--- src/rtl/lsa_pkg.sv ---
package lsa_pkg;
  typedef enum logic [1:0] {
    SZ_BYTE = 2'd0,
    SZ_HALF = 2'd1,
    SZ_WORD = 2'd2,
    SZ_WALT = 2'd3
  } size_e;

  typedef enum logic [1:0] {
    AM_PLAIN   = 2'd0,
    AM_POSTINC = 2'd1,
    AM_POSTDEC = 2'd2,
    AM_PREDEC  = 2'd3
  } amode_e;

  // Bytes moved by one access of the given size.
  function automatic logic [2:0] size_bytes(input size_e sz);
    case (sz)
      SZ_BYTE: size_bytes = 3'd1;
      SZ_HALF: size_bytes = 3'd2;
      default: size_bytes = 3'd4;
    endcase
  endfunction

  // Natural alignment rule on the two low address bits.
  function automatic logic bad_align(input size_e sz, input logic [1:0] lo);
    case (sz)
      SZ_BYTE: bad_align = 1'b0;
      SZ_HALF: bad_align = lo[0];
      default: bad_align = |lo;
    endcase
  endfunction

  function automatic logic is_word(input size_e sz);
    is_word = (sz == SZ_WORD) || (sz == SZ_WALT);
  endfunction
endpackage

--- src/rtl/lsa_addr_gen.sv ---
module lsa_addr_gen
  import lsa_pkg::*;
#(
  parameter int AW = 24,
  parameter int SW = 13
) (
  input  logic [AW-1:0] base_val,
  input  amode_e        mode,
  input  size_e         size,
  input  logic          ext_valid,
  input  logic [SW-1:0] ext_step,
  output logic [AW-1:0] eff_addr,
  output logic          upd_en,
  output logic [AW-1:0] upd_val
);
  logic [AW-1:0] step;
  logic [AW-1:0] dec_val;
  logic [AW-1:0] inc_val;

  always_comb begin
    step    = ext_valid ? AW'(ext_step) : AW'(size_bytes(size));
    dec_val = base_val - step;
    inc_val = base_val + step;
    eff_addr = (mode == AM_PREDEC) ? dec_val : base_val;
    upd_en   = (mode != AM_PLAIN);
    upd_val  = (mode == AM_POSTINC) ? inc_val : dec_val;
  end
endmodule

--- src/rtl/lsa_load_fmt.sv ---
module lsa_load_fmt
  import lsa_pkg::*;
#(
  parameter int RW = 24,
  parameter int BW = 32,
  localparam int LANES = BW / 8,
  localparam int LW = $clog2(LANES)
) (
  input  logic [BW-1:0] rdata,
  input  logic [LW-1:0] lane,
  input  size_e         size,
  input  logic          sgn,
  output logic [RW-1:0] value
);
  logic [BW-1:0] shifted;
  logic [7:0]    byte_v;
  logic [15:0]   byte_ext;

  always_comb begin
    shifted  = rdata >> (8 * lane);
    byte_v   = shifted[7:0];
    byte_ext = sgn ? {{8{byte_v[7]}}, byte_v} : {8'h00, byte_v};
    case (size)
      SZ_BYTE: value = RW'(byte_ext);
      SZ_HALF: value = RW'(shifted[15:0]);
      default: value = rdata[RW-1:0];
    endcase
  end
endmodule

--- src/rtl/lsa_store_fmt.sv ---
module lsa_store_fmt
  import lsa_pkg::*;
#(
  parameter int RW = 24,
  parameter int BW = 32,
  localparam int LANES = BW / 8,
  localparam int LW = $clog2(LANES)
) (
  input  logic [RW-1:0]    sval,
  input  logic [LW-1:0]    lane,
  input  size_e            size,
  output logic [BW-1:0]    wdata,
  output logic [LANES-1:0] be
);
  logic [LANES-1:0] be_base;
  logic [BW-1:0]    data_base;

  always_comb begin
    case (size)
      SZ_BYTE: begin
        be_base   = LANES'(1);
        data_base = BW'(sval[7:0]);
      end
      SZ_HALF: begin
        be_base   = LANES'(3);
        data_base = BW'(sval[15:0]);
      end
      default: begin
        be_base   = '1;
        data_base = BW'(sval);
      end
    endcase
    be    = be_base << lane;
    wdata = data_base << (8 * lane);
  end
endmodule

--- src/rtl/lsa_top.sv ---
module lsa_top
  import lsa_pkg::*;
#(
  parameter int RW = 24,
  parameter int BW = 32,
  parameter int SW = 13,
  localparam int LANES = BW / 8,
  localparam int LW = $clog2(LANES)
) (
  input  logic             clk,
  input  logic             rst_n,
  input  logic             req_valid,
  input  logic             req_store,
  input  logic [1:0]       req_size,
  input  logic             req_signed,
  input  logic [1:0]       addr_mode,
  input  logic [RW-1:0]    base_val,
  input  logic             ext_valid,
  input  logic [SW-1:0]    ext_step,
  input  logic [RW-1:0]    store_val,
  input  logic [BW-1:0]    bus_rdata,
  output logic             rsp_valid,
  output logic [RW-1:0]    bus_addr,
  output logic             bus_access,
  output logic             bus_we,
  output logic [LANES-1:0] bus_be,
  output logic [BW-1:0]    bus_wdata,
  output logic [RW-1:0]    load_val,
  output logic             misalign_irq,
  output logic             base_we,
  output logic [RW-1:0]    base_new
);
  size_e  size_c;
  amode_e mode_c;
  assign size_c = size_e'(req_size);
  assign mode_c = amode_e'(addr_mode);

  logic [RW-1:0]    eff_addr;
  logic             upd_en;
  logic [RW-1:0]    upd_val;
  logic [RW-1:0]    ld_fmt;
  logic [BW-1:0]    st_data;
  logic [LANES-1:0] st_be;

  lsa_addr_gen #(.AW(RW), .SW(SW)) u_addr (
    .base_val (base_val),
    .mode     (mode_c),
    .size     (size_c),
    .ext_valid(ext_valid),
    .ext_step (ext_step),
    .eff_addr (eff_addr),
    .upd_en   (upd_en),
    .upd_val  (upd_val)
  );

  lsa_load_fmt #(.RW(RW), .BW(BW)) u_load (
    .rdata(bus_rdata),
    .lane (eff_addr[LW-1:0]),
    .size (size_c),
    .sgn  (req_signed),
    .value(ld_fmt)
  );

  lsa_store_fmt #(.RW(RW), .BW(BW)) u_store (
    .sval (store_val),
    .lane (eff_addr[LW-1:0]),
    .size (size_c),
    .wdata(st_data),
    .be   (st_be)
  );

  // Named internal events
  logic misalign_ev;
  logic go_ev;
  assign misalign_ev = req_valid && bad_align(size_c, eff_addr[1:0]);
  assign go_ev       = req_valid && !misalign_ev;

  size_e r_size;

  always_ff @(posedge clk or negedge rst_n) begin
    if (!rst_n) begin
      rsp_valid    <= 1'b0;
      bus_addr     <= '0;
      bus_access   <= 1'b0;
      bus_we       <= 1'b0;
      bus_be       <= '0;
      bus_wdata    <= '0;
      load_val     <= '0;
      misalign_irq <= 1'b0;
      base_we      <= 1'b0;
      base_new     <= '0;
      r_size       <= SZ_BYTE;
    end else begin
      rsp_valid    <= req_valid;
      bus_addr     <= req_valid ? eff_addr : '0;
      bus_access   <= go_ev;
      bus_we       <= go_ev && req_store;
      bus_be       <= go_ev ? st_be : '0;
      bus_wdata    <= (go_ev && req_store) ? st_data : '0;
      load_val     <= (go_ev && !req_store) ? ld_fmt : '0;
      misalign_irq <= misalign_ev;
      base_we      <= go_ev && upd_en;
      base_new     <= (go_ev && upd_en) ? upd_val : '0;
      r_size       <= size_c;
    end
  end

  // Assertions
  assert_rsp_follows_R1: assert property (@(posedge clk) disable iff (!rst_n)
    req_valid |=> rsp_valid);
  assert_idle_quiet_R1: assert property (@(posedge clk) disable iff (!rst_n)
    !req_valid |=> (!rsp_valid && !bus_access && !misalign_irq && !base_we));
  assert_byte_upper_R3: assert property (@(posedge clk) disable iff (!rst_n)
    (bus_access && !bus_we && r_size == SZ_BYTE) |-> load_val[RW-1:16] == '0);
  assert_load_upper_clear_R4: assert property (@(posedge clk) disable iff (!rst_n)
    (bus_access && !bus_we && r_size == SZ_HALF) |-> load_val[RW-1:16] == '0);
  assert_word_top_zero_R5: assert property (@(posedge clk) disable iff (!rst_n)
    (bus_we && (&bus_be)) |-> bus_wdata[BW-1:RW] == '0);
  assert_be_shape_R6: assert property (@(posedge clk) disable iff (!rst_n)
    bus_access |-> ($countones(bus_be) == 1 || $countones(bus_be) == 2 ||
                    $countones(bus_be) == LANES));
  assert_no_be_idle_R6: assert property (@(posedge clk) disable iff (!rst_n)
    !bus_access |-> bus_be == '0);
  assert_misalign_blocks_R7: assert property (@(posedge clk) disable iff (!rst_n)
    misalign_irq |-> (!bus_access && !bus_we && !base_we && bus_be == '0));
  assert_half_aligned_R7: assert property (@(posedge clk) disable iff (!rst_n)
    (bus_access && r_size == SZ_HALF) |-> !bus_addr[0]);
endmodule

--- config.mk ---
export PLATFORM = sky130hd
export DESIGN_NAME = lsa_top
export DESIGN_NICKNAME = d
export VERILOG_FILES = /design/src/rtl/lsa_pkg.sv /design/src/rtl/lsa_addr_gen.sv /design/src/rtl/lsa_load_fmt.sv /design/src/rtl/lsa_store_fmt.sv /design/src/rtl/lsa_top.sv
export SDC_FILE = /design/constraint.sdc
export NUM_CORES = 1
export LEC_CHECK = 0
export ABC_AREA = 1
export BUFFER_PORTS_ARGS = -buffer_cell sky130_fd_sc_hd__buf_2
export CAP_MARGIN = 20
export CORE_MARGIN = 2
export CORE_UTILIZATION = 59
export CTS_BUF_LIST = sky130_fd_sc_hd__clkbuf_4 sky130_fd_sc_hd__clkbuf_8
export CTS_CLUSTER_DIAMETER = 40
export CTS_CLUSTER_SIZE = 40
export DETAILED_ROUTE_END_ITERATION = 10
export PLACE_DENSITY_LB_ADDON = 0.3
export RECOVER_POWER = 25
export SYNTH_ARGS = -nofsm -noshare
export SYNTH_HDL_FRONTEND = slang
export SYNTH_SLANG_ARGS = --single-unit
--- constraint.sdc ---
create_clock -name clk -period 1 [get_ports clk]
set_input_delay 0.05 -clock clk [delete_from_list [all_inputs] [get_ports clk]]
set_output_delay 0.05 -clock clk [all_outputs]
set_load 0.02 [all_outputs]
==> results.json, run 1 <==
{
  "fp.dieW_um": 117,
  "error_line": "[ERROR DPL-0038] Utilization greater than 100%, impossible to legalize",
  "synth_edf_count": 0,
  "postCtsSetupBuffers": 17,
  "clkSinkCount": 113,
  "cts_resized": 467,
  "rows": 41,
  "place_ws_ns": -1.34,
  "syn-cell-area_um2": 7550,
  "stop_stage": "clock tree synthesis",
  "die_h_um": 117,
  "ios": 216,
  "root_buffer": "clkbuf_8",
  "outcome": "aborted with a tool error",
  "cts_max_path_buffers": 2,
  "postSynthAreaPerCell_um2": 6.69,
  "synth_xor_area_share_pct": 1.39,
  "yosys.cell_types.count": 37,
  "synth_top_family_by_area": "simple AND/OR/NAND/NOR gates",
  "numPortBuffers": 215,
  "gp_congestion": 0.955,
  "synthAdderAreaFrac_pct": 5.67,
  "yosys_most_used_dff": "dfrtp_1",
  "synth-async-reset-ratio_pct": 100,
  "dp.cells": 1654,
  "dp_hpwl_um": 21300,
  "synth_compound_area_share_pct": 12.6,
  "cts.hold.buffers_added": 38,
  "yosysWarnings": 0,
  "start_util_pct": 60.1,
  "yosysSeqAreaShare_pct": 37.4,
  "htreeDepth": 4,
  "synth_seq_cells": 113,
  "synthSimpleGateAreaFrac_pct": 32.3,
  "synthMuxAreaShare_pct": 0,
  "cts_made_buffers": 17,
  "netlist_instances": 1129,
  "syn_nets": 1265
}
-- stage by stage --
stage / area [um^2] / utilization [%] / setup TNS, ns
global placement: 10300 / 81.6 / -122.83
detailed placement: 10300 / 81.6 / -130.16
floorplan: 7770 / - / -121.95
-- cell usage after synthesis (2+ instances only) --
master | number | area, um^2
nand2_1 | 318 | 1190
nor2_1 | 165 | 619
inv_1 | 162 | 608
dfrtp_1 | 113 | 2830
o21ai_0 | 67 | 335
nand3_1 | 66 | 330
a21oi_1 | 61 | 305
ha_1 | 31 | 388
clkbuf_1 | 29 | 109
nor3_1 | 23 | 115
o22ai_1 | 13 | 81.3
xor2_1 | 11 | 96.3
o211ai_1 | 7 | 52.6
a22oi_1 | 6 | 45.0
nand2_2 | 6 | 37.5
nand4_1 | 6 | 37.5
a211oi_1 | 5 | 37.5
and2_1 | 5 | 31.3
buf_2 | 4 | 20.0
inv_2 | 4 | 15.0
buf_4 | 3 | 22.5
o21ai_1 | 3 | 15.0
a211oi_2 | 2 | 25.0
buf_6 | 2 | 22.5
fa_1 | 2 | 40.0
nand3b_1 | 2 | 15.0
nor2_4 | 2 | 22.5
o21bai_1 | 2 | 15.0
-- logic make-up after synthesis --
group | count (synthesis)
simple gates | 597
buf+inv | 205
compound gates | 169
flops | 113
fa+ha+maj | 33
xor+xnor | 12
==> inputs of run 2 (changes only) <==
Settings changed: CORE_UTILIZATION 59 to 40, CTS_BUF_LIST sky130_fd_sc_hd__clkbuf_4 sky130_fd_sc_hd__clkbuf_8 to default, CTS_CLUSTER_DIAMETER 40 to default, CTS_CLUSTER_SIZE 40 to default, PLACE_DENSITY_LB_ADDON 0.3 to 0.15.
==> run 2 against run 1 <==
Compared with the run above: the flow now finishes, with violations (setup timing); synthesized cell count stayed put; area after synthesis stayed put.
==> results.json, run 2 <==
{
  "internal_power_mw": 11.4,
  "synth.most_common_cell": "nand2_1",
  "crit_type": "primary input to register",
  "dp_hpwl_um": 21000,
  "final_area_um2": 14000,
  "netlist_instances": 1129,
  "power.total_mw": 17.6,
  "ios": 216,
  "gp_congestion": 0.966,
  "largest_reg_flops": 32,
  "end_kind": "register",
  "clockPowerShare_pct": 36.1,
  "layout-drive-gt1-share_pct": 47.0,
  "final_max_slew_viol_count": 0,
  "crit_chain": "buf_8 -> nor2_4 -> inv_2 -> o21ai_4 -> buf_6 -> ha_4 -> inv_2 -> fa_2 -> inv_2 -> nand2_4 -> nand2_4 -> and2_4 -> nand2_4 -> nand2_4 -> buf_4 -> nand2_2 -> a21oi_2 -> nor3b_2",
  "drv_cap": 0,
  "yosys.cell_types.count": 37,
  "antenna_found_initial": 0,
  "timing.final.crit_share_pct": 183,
  "postSynthAreaPerCell_um2": 6.69,
  "critical-path-top-delay-family": "simple AND/OR/NAND/NOR gates",
  "max_freq_mhz": 547,
  "cts_tree": "done",
  "yosysTopAreaCellShare_pct": 37.4,
  "die_h_um": 141,
  "grt_max_degree": 28,
  "yosys_most_used_dff": "dfrtp_1",
  "syn-cell-area_um2": 7550,
  "vias": 9564,
  "setup_tns_ns": -73.65,
  "net-switching-power_mw": 6.15,
  "power_frac_seq_pct": 28.2,
  "path_buf_inv": 6,
  "hold_path_startpoint": "base_val[5]",
  "grt_pass1_wl_um": 46100,
  "design.die.area_um2": 20000,
  "largest-register": "bus_wdata",
  "synth_edf_count": 0,
  "worstHoldPathType": "primary input to register",
  "setup_viol": 133,
  "rows": 50,
  "yosys-top-cells-area": "dfrtp_1 (37%), nand2_1 (16%), nor2_1 (8.2%)",
  "area_growth_pct": 84.8,
  "grt_pass1_vias": 9253,
  "syn_nets": 1265,
  "wire_per_inst_um": 17.3,
  "fp.dieW_um": 141,
  "cts_max_path_buffers": 2,
  "yosysWarnings": 0,
  "nets": 1726,
  "hold_viol_final": 0,
  "pwr-share-comb_pct": 35.7,
  "path_clk_slew_ns": 0.07,
  "firstDrtPassIters": 5,
  "hold_depth": 4,
  "n_antenna_cell": 0,
  "p_sw_share_pct": 35.0,
  "cp_slowest_stage_delay_ns": 0.40,
  "start_util_pct": 40.5,
  "finalWorstSetupSlack_ns": -0.827,
  "root_buffer": "clkbuf_16",
  "synth-async-reset-ratio_pct": 100,
  "worst_slew_pin_slew_ns": 0.669,
  "place_area_um2": 10500,
  "grt_remaining_overflow": 0,
  "cp_common_cell": "nand2_4",
  "final_common_cell": "nand2_1",
  "dp.cells": 1730,
  "violations": "setup timing",
  "ir_worst_vdd_mv": 1.17,
  "rsz0062_at_grt": "true",
  "numPortBuffers": 215,
  "layout_common_cells": "nand2_1 (230), buf_4 (183), inv_1 (143), nor2_1 (133), buf_6 (130)",
  "drtIter0Drc": 645,
  "yosysSeqAreaShare_pct": 37.4,
  "cts_made_buffers": 17,
  "p_per_area_nw_per_um2": 1260,
  "core_area_um2": 18600,
  "drc_errors": 0,
  "htreeDepth": 4,
  "worstPathArrival_ns": 2.13,
  "wirelength_um": 31700,
  "track_usage_pct": 29.5,
  "startpoint_type": "primary input",
  "cp_slowest_cell": "fa_2",
  "instances_no_fill": 1837,
  "vias_per_cell": 5.21,
  "synth_seq_cells": 113,
  "relSlewSlack_pct": 55.4,
  "fin_crit_ns": 1.83,
  "required_ns": 1.30,
  "clkSinkCount": 113,
  "p_leak_nw": 7.33,
  "synthTopCellsByCount": "nand2_1 (318), nor2_1 (165), inv_1 (162)",
  "synth_top_area_cell": "dfrtp_1",
  "cp.depth": 18,
  "ant_nets": 0,
  "critPathLaunch": "req_size[1]",
  "worstPathMaxFanout": 3,
  "fill_cells": 1305,
  "outcome": "complete, but fails checks"
}
## run 2: what timing repair did
item	CTS	global route
resized for setup	370	222
endpoints found under the setup margin	176	207
pin swaps	84	87
hold buffers	33	0
setup buffers	21	23
gates cloned	2	1
endpoints found under the hold margin	152	0
## run 2: cell type report
| type | instances | area [um^2] | area share (%) |
|---|---|---|---|
| multi-input cells | 811 | 5380 | 38.5 |
| repair buffers | 480 | 4220 | 30.3 |
| flip-flops and latches | 113 | 2830 | 20.3 |
| inverters | 167 | 638 | 4.57 |
| clock buffers | 17 | 425 | 3.05 |
| well taps | 234 | 293 | 2.10 |
| clock inverters | 15 | 173 | 1.24 |
## run 2: layer usage
layer  share of wire (%)  GRT usage (%)  vias to the layer above
met4                 4.0           12.2                        0
li1                    -              -                     4479
met3                 7.9           4.96                      117
met5                   0              0                        -
met1                  38           35.2                     4449
met2                  50           52.9                      519
## run 2: kinds of logic (layout without fill, tap and decap cells)
family / after synthesis / after routing / synth area share [%]
and+or+nand+nor: 597 / 597 / 32.3
buffers and inverters: 205 / 679 / 10.6
AOI/OAI and AO/OA: 169 / 169 / 12.6
DFF: 113 / 113 / 37.4
adders and majority gates: 33 / 33 / 5.67
xor gates and xnor gates: 12 / 12 / 1.39
## run 2: stage by stage
| step | hold slack, ns | setup WS [ns] | utilization, % |
|---|---|---|---|
| floorplan | -0.246 | -1.26 | - |
| global placement | -0.0160 | -1.26 | 56.3 |
| detailed placement | -0.0165 | -1.31 | 56.3 |
| CTS | 0.00376 | -0.748 | 69.5 |
| global route | 0.0365 | -0.934 | 74.9 |
| finish | 0.0153 | -0.827 | 74.9 |
## run 2: final timing paths
path / to
min in group asynchronous: load_val[19]$_DFF_PN0_
worst max-delay path: base_new[8]$_DFF_PN0_
worst min-delay path: bus_addr[5]$_DFF_PN0_
max in group asynchronous: bus_addr[22]$_DFF_PN0_
## run 2: power by group through the flow
stage / Combinational [mW] / Clock, mW / Sequential (mW)
detailed placement: 4.43 / 0 / 4.97
global route: 6.70 / 6.62 / 4.96
floorplan: 1.99 / 0 / 5.29
finish: 6.28 / 6.35 / 4.95
global placement: 4.40 / 0 / 4.97
CTS: 5.45 / 6.39 / 4.92
Power figures use the tool's default switching activity.
==> inputs of run 3 (changes only) <==
--- a/config.mk
+++ b/config.mk
@@ -15,2 +15,3 @@
 export RECOVER_POWER = 25
+export SLEW_MARGIN = 0
 export SYNTH_ARGS = -nofsm -noshare
==> constraint.sdc (replaced) <==
create_clock -name clk -period 1 [get_ports clk]
set_input_delay 0.2 -clock clk [delete_from_list [all_inputs] [get_ports clk]]
set_output_delay 0.2 -clock clk [all_outputs]
set_load 0.02 [all_outputs]
==> run 3 against run 2 <==
Compared with the run above: the flow still finishes with violations (setup timing); global-route usage decreased by 0.22 points; via count decreased by 1.5%; cell count decreased by 1.3%; first-iteration DRC count increased by 10%; critical path depth decreased by 2; non-clock buffer count decreased by 23; sequential power about the same; total power increased by 2.5%; hold slack got worse by 0.0010 ns; design area increased by 1.1%.
==> results.json, run 3 (synthesis results as in run 2) <==
{
  "outcome": "complete, but fails checks",
  "violations": "setup timing",
  "start_util_pct": 40.5,
  "rsz0062_at_grt": "true",
  "worst_slew_pin_slew_ns": 0.534,
  "cp_common_cell": "nor2_4",
  "root_buffer": "clkbuf_16",
  "largest_reg_flops": 32,
  "finalWorstSetupSlack_ns": -0.976,
  "instances_no_fill": 1814,
  "end_kind": "register",
  "p_leak_nw": 7.32,
  "design.die.area_um2": 20000,
  "worstHoldPathType": "primary input to register",
  "grt_remaining_overflow": 0,
  "wire_per_inst_um": 17.3,
  "ir_worst_vdd_mv": 1.28,
  "wirelength_um": 31400,
  "gp_congestion": 0.921,
  "nets": 1703,
  "grt_pass1_wl_um": 45600,
  "fin_crit_ns": 1.98,
  "relSlewSlack_pct": 64.4,
  "numPortBuffers": 215,
  "hold_depth": 3,
  "worstPathMaxFanout": 7,
  "crit_chain": "buf_8 -> nor2_4 -> inv_2 -> o21ai_4 -> ha_4 -> fa_2 -> o21ai_4 -> nor2_4 -> inv_2 -> nand2_4 -> nand2_4 -> buf_6 -> nor2_4 -> buf_6 -> o21ai_0 -> nor2_1",
  "drc_errors": 0,
  "max_freq_mhz": 506,
  "cts_max_path_buffers": 2,
  "crit_type": "primary input to register",
  "final_max_slew_viol_count": 0,
  "largest-register": "bus_wdata",
  "vias": 9422,
  "vias_per_cell": 5.19,
  "hold_viol_final": 0,
  "grt_max_degree": 32,
  "ios": 216,
  "die_h_um": 141,
  "drtIter0Drc": 712,
  "ant_nets": 0,
  "htreeDepth": 4,
  "hold_end": "bus_wdata[3]$_DFF_PN0_",
  "track_usage_pct": 29.3,
  "n_antenna_cell": 0,
  "dp.cells": 1728,
  "layout-drive-gt1-share_pct": 50.1,
  "grt_pass1_vias": 9060,
  "startpoint_type": "primary input",
  "layout_common_cells": "nand2_1 (212), buf_4 (180), buf_6 (144), inv_1 (136), nor2_1 (123)",
  "core_area_um2": 18600,
  "clkSinkCount": 113,
  "cp_slowest_cell": "fa_2",
  "cp_slowest_stage_delay_ns": 0.47,
  "place_ws_ns": -1.46,
  "drv_cap": 0,
  "firstDrtPassIters": 6,
  "required_ns": 1.30,
  "worstPathArrival_ns": 2.28,
  "rows": 50,
  "cts_tree": "done",
  "cts_made_buffers": 17,
  "area_growth_pct": 86.9,
  "p_per_area_nw_per_um2": 1270,
  "setup_viol": 225,
  "setup_tns_ns": -106.46,
  "fp.dieW_um": 141,
  "final_common_cell": "nand2_1",
  "dp_hpwl_um": 20800,
  "antenna_found_initial": 0,
  "timing.final.crit_share_pct": 198,
  "path_clk_slew_ns": 0.06,
  "hold_path_startpoint": "store_val[3]"
}
-- run 3: per-stage QoR --
stage / cell area (um^2) / total power [mW] / util (%) / hold slack (ns)
2_1_floorplan: 7770 / 7.28 / - / -0.0956
3_3_place_gp: 10500 / 9.36 / 56.1 / 0.0983
3_5_place_dp: 10500 / 9.39 / 56.1 / 0.100
4_1_cts: 12800 / 17.0 / 68.8 / 0.00558
5_1_grt: 14100 / 18.7 / 75.7 / 0.0244
6_report: 14100 / 18.0 / 75.7 / 0.0143
-- run 3: repair_timing --
item,4_1_cts,5_1_grt
setup endpoints to repair,225,225
hold buffers,1,0
hold endpoints to repair,113,0
gates resized for setup,400,283
setup buffers,27,28
pin swaps,37,131
cloned,4,1
-- run 3: final cells by class --
type	instances	area, um^2
Fill cell	1294	4520
Multi-Input combinational cell	811	5620
Timing Repair Buffer	457	4100
Clock buffer	19	453
Tap cell	234	293
Sequential cell	113	2830
Inverter	167	656
Clock inverter	13	173
-- run 3: worst max path at each step --
stage	endpoint	start	cells after the start	slack [ns]
detailed placement	base_new[16]$_DFF_PN0_	req_size[1]	18	-1.46
global route	load_val[0]$_DFF_PN0_	req_size[1]	13	-1.09
floorplan	bus_wdata[0]$_DFF_PN0_	req_size[1]	16	-1.41
finish	load_val[10]$_DFF_PN0_	req_size[1]	16	-0.98
CTS	base_new[15]$_DFF_PN0_	req_size[1]	17	-0.90
global placement	base_new[18]$_DFF_PN0_	req_size[1]	17	-1.42
-- run 3: metal layers --
metal  vias to the layer above  track usage (%)  wire [um]
met5                         -                0          0
met4                         0             12.5       1160
met3                        93             5.40       2210
met2                       462             52.0      16300
met1                      4430             34.8      11700
li1                       4437                -          -
-- run 3: power breakdown --
part,internal [mW],total [mW],switching [mW]
sequential,4.82,4.95,0.132
clock,4.08,6.53,2.44
combinational,2.97,6.52,3.55
-- run 3: critical path, delay by kind of cell --
kind / cells / cell delay [ns]
buffers and inverters: 5 / 0.52
AOI/OAI and AO/OA: 3 / 0.47
adders and majority gates: 2 / 0.64
and+or+nand+nor: 6 / 0.44
==> inputs of run 4 (changes only) <==
Settings changed: CORE_ASPECT_RATIO from default to 1.25, SETUP_SLACK_MARGIN from default to 0.1.
==> run 4 against run 3 <==
Compared with the run above: the flow still finishes with violations (setup timing); critical endpoint is now base_new[4]$_DFF_PN0_; via count is 0.75% lower; die area hardly changed; setup slack worse by 0.013 ns; design area is 3.9% lower; count of clock-buffer cells in the layout is 2 lower; utilization is 3.0 points lower; sequential power hardly changed; largest power group unchanged; global-route usage is 0.28 points lower; clock power hardly changed; hold slack better by 0.00085 ns.
==> results.json, run 4 (synthesis results as in run 2) <==
{
  "final_core_util_pct": 72.8,
  "nets": 1696,
  "gp_congestion": 0.935,
  "ir_worst_vdd_mv": 1.13,
  "largest_reg_flops": 32,
  "final_max_slew_viol_count": 0,
  "final_common_cell": "nand2_1",
  "ant_nets": 0,
  "instances_no_fill": 1805,
  "timing.final.crit_share_pct": 199,
  "required_ns": 1.29,
  "worst_slew_pin_slew_ns": 0.755,
  "layout-drive-gt1-share_pct": 46.5,
  "fp.dieW_um": 127,
  "vias": 9351,
  "place_area_um2": 10400,
  "antenna_found_initial": 0,
  "start_util_pct": 40.5,
  "finalWorstSetupSlack_ns": -0.988,
  "vias_per_cell": 5.18,
  "rows": 56,
  "setup_viol": 274,
  "dp.cells": 1725,
  "drtIter0Drc": 672,
  "p_leak_nw": 7.17,
  "clkSinkCount": 113,
  "path_clk_slew_ns": 0.06,
  "grt_pass1_wl_um": 45300,
  "dp_hpwl_um": 20800,
  "cts_tree": "done",
  "firstDrtPassIters": 5,
  "grt_remaining_overflow": 0,
  "startpoint_type": "primary input",
  "worstHoldPathType": "primary input to register",
  "fin_crit_ns": 1.99,
  "drv_cap": 0,
  "relSlewSlack_pct": 49.6,
  "max_freq_mhz": 503,
  "hold_viol_final": 0,
  "grt_max_degree": 44,
  "wire_per_inst_um": 17.1,
  "fill_cells": 1397,
  "largest-register": "bus_wdata",
  "drc_errors": 0,
  "end_kind": "register",
  "cts_max_path_buffers": 2,
  "wirelength_um": 30900,
  "final_area_um2": 13600,
  "area_growth_pct": 79.6,
  "design.die.area_um2": 20000,
  "layout_common_cells": "nand2_1 (235), buf_4 (184), inv_1 (146), buf_6 (141), nor2_1 (127)",
  "ios": 216,
  "worstPathArrival_ns": 2.27,
  "grt_pass1_vias": 9197,
  "die_h_um": 158,
  "n_antenna_cell": 0,
  "cts_made_buffers": 17,
  "p_per_area_nw_per_um2": 1290,
  "track_usage_pct": 29.0,
  "worstPathMaxFanout": 3,
  "outcome": "complete, but fails checks",
  "crit_type": "primary input to register",
  "rsz0062_at_grt": "true",
  "root_buffer": "clkbuf_16",
  "htreeDepth": 4,
  "core_area_um2": 18600,
  "numPortBuffers": 215,
  "violations": "setup timing"
}
-- run 4: layout make-up --
class,instances,area (um^2),share of cell area [%]
Clock buffer,17,425,3.14
Clock inverter,15,196,1.45
Inverter,167,653,4.82
Multi-Input combinational cell,811,5220,38.5
Sequential cell,113,2830,20.8
Tap cell,232,290,2.14
Timing Repair Buffer,450,3960,29.2
-- run 4: repair_timing --
| action | 4_1_cts | 5_1_grt |
|---|---|---|
| resized for setup | 247 | 344 |
| endpoints found under the hold margin | 113 | 0 |
| buffers inserted | 40 | 10 |
| hold buffers | 1 | 0 |
| cloned | 3 | 2 |
| pin swaps | 74 | 70 |
| endpoints found under the setup margin | 225 | 225 |
-- run 4: critical path, stage by stage --
cell     delay (ns)
buf_8          0.10
nor2_4         0.10
inv_2          0.05
o21ai_4        0.17
buf_6          0.14
ha_4           0.13
inv_2          0.04
fa_2           0.35
inv_2          0.07
nand2_2        0.06
nand2_2        0.10
and2_4         0.16
buf_4          0.11
xor2_2         0.14
nand2_1        0.08
o21ai_0        0.13
nor2_1         0.12
-- run 4: power by group --
group	leakage [nW]	switching [mW]	total, mW	internal (mW)
registers	1.52	0.132	4.95	4.82
logic	5.34	3.33	6.08	2.74
clock network	0.307	2.53	6.52	3.99
total	7.17	6.00	17.6	11.6
-- run 4: through the flow --
stage / hold WS, ns / TNS [ns] / total power, mW / setup WS, ns
after floorplan: -0.0956 / -138.75 / 7.28 / -1.41
after global placement: 0.0569 / -143.67 / 9.33 / -1.44
after detailed placement: 0.0549 / -147.89 / 9.37 / -1.49
after CTS: 0.00893 / -101.16 / 16.8 / -0.896
after global routing: 0.0156 / -131.62 / 18.3 / -1.06
final: 0.0151 / -106.99 / 17.6 / -0.988
-- run 4: final timing paths --
check	depth (start not counted)	start	to	slack [ns]
min in group asynchronous	2	rst_n	load_val[1]$_DFF_PN0_	0.36
max in group asynchronous	3	rst_n	base_new[17]$_DFF_PN0_	-0.06
setup / recovery	17	req_size[1]	base_new[4]$_DFF_PN0_	-0.99
hold / removal	3	bus_rdata[20]	load_val[20]$_DFF_PN0_	0.02
-- run 4: routing by layer --
layer	up-vias	GRT usage, %	share of wire (%)	routed length [um]
met4	0	14.5	4.8	1480
li1	4412	-	-	-
met3	120	5.00	5.8	1810
met5	-	0	0	0
met2	428	54.0	53	16300
met1	4391	31.7	37	11400
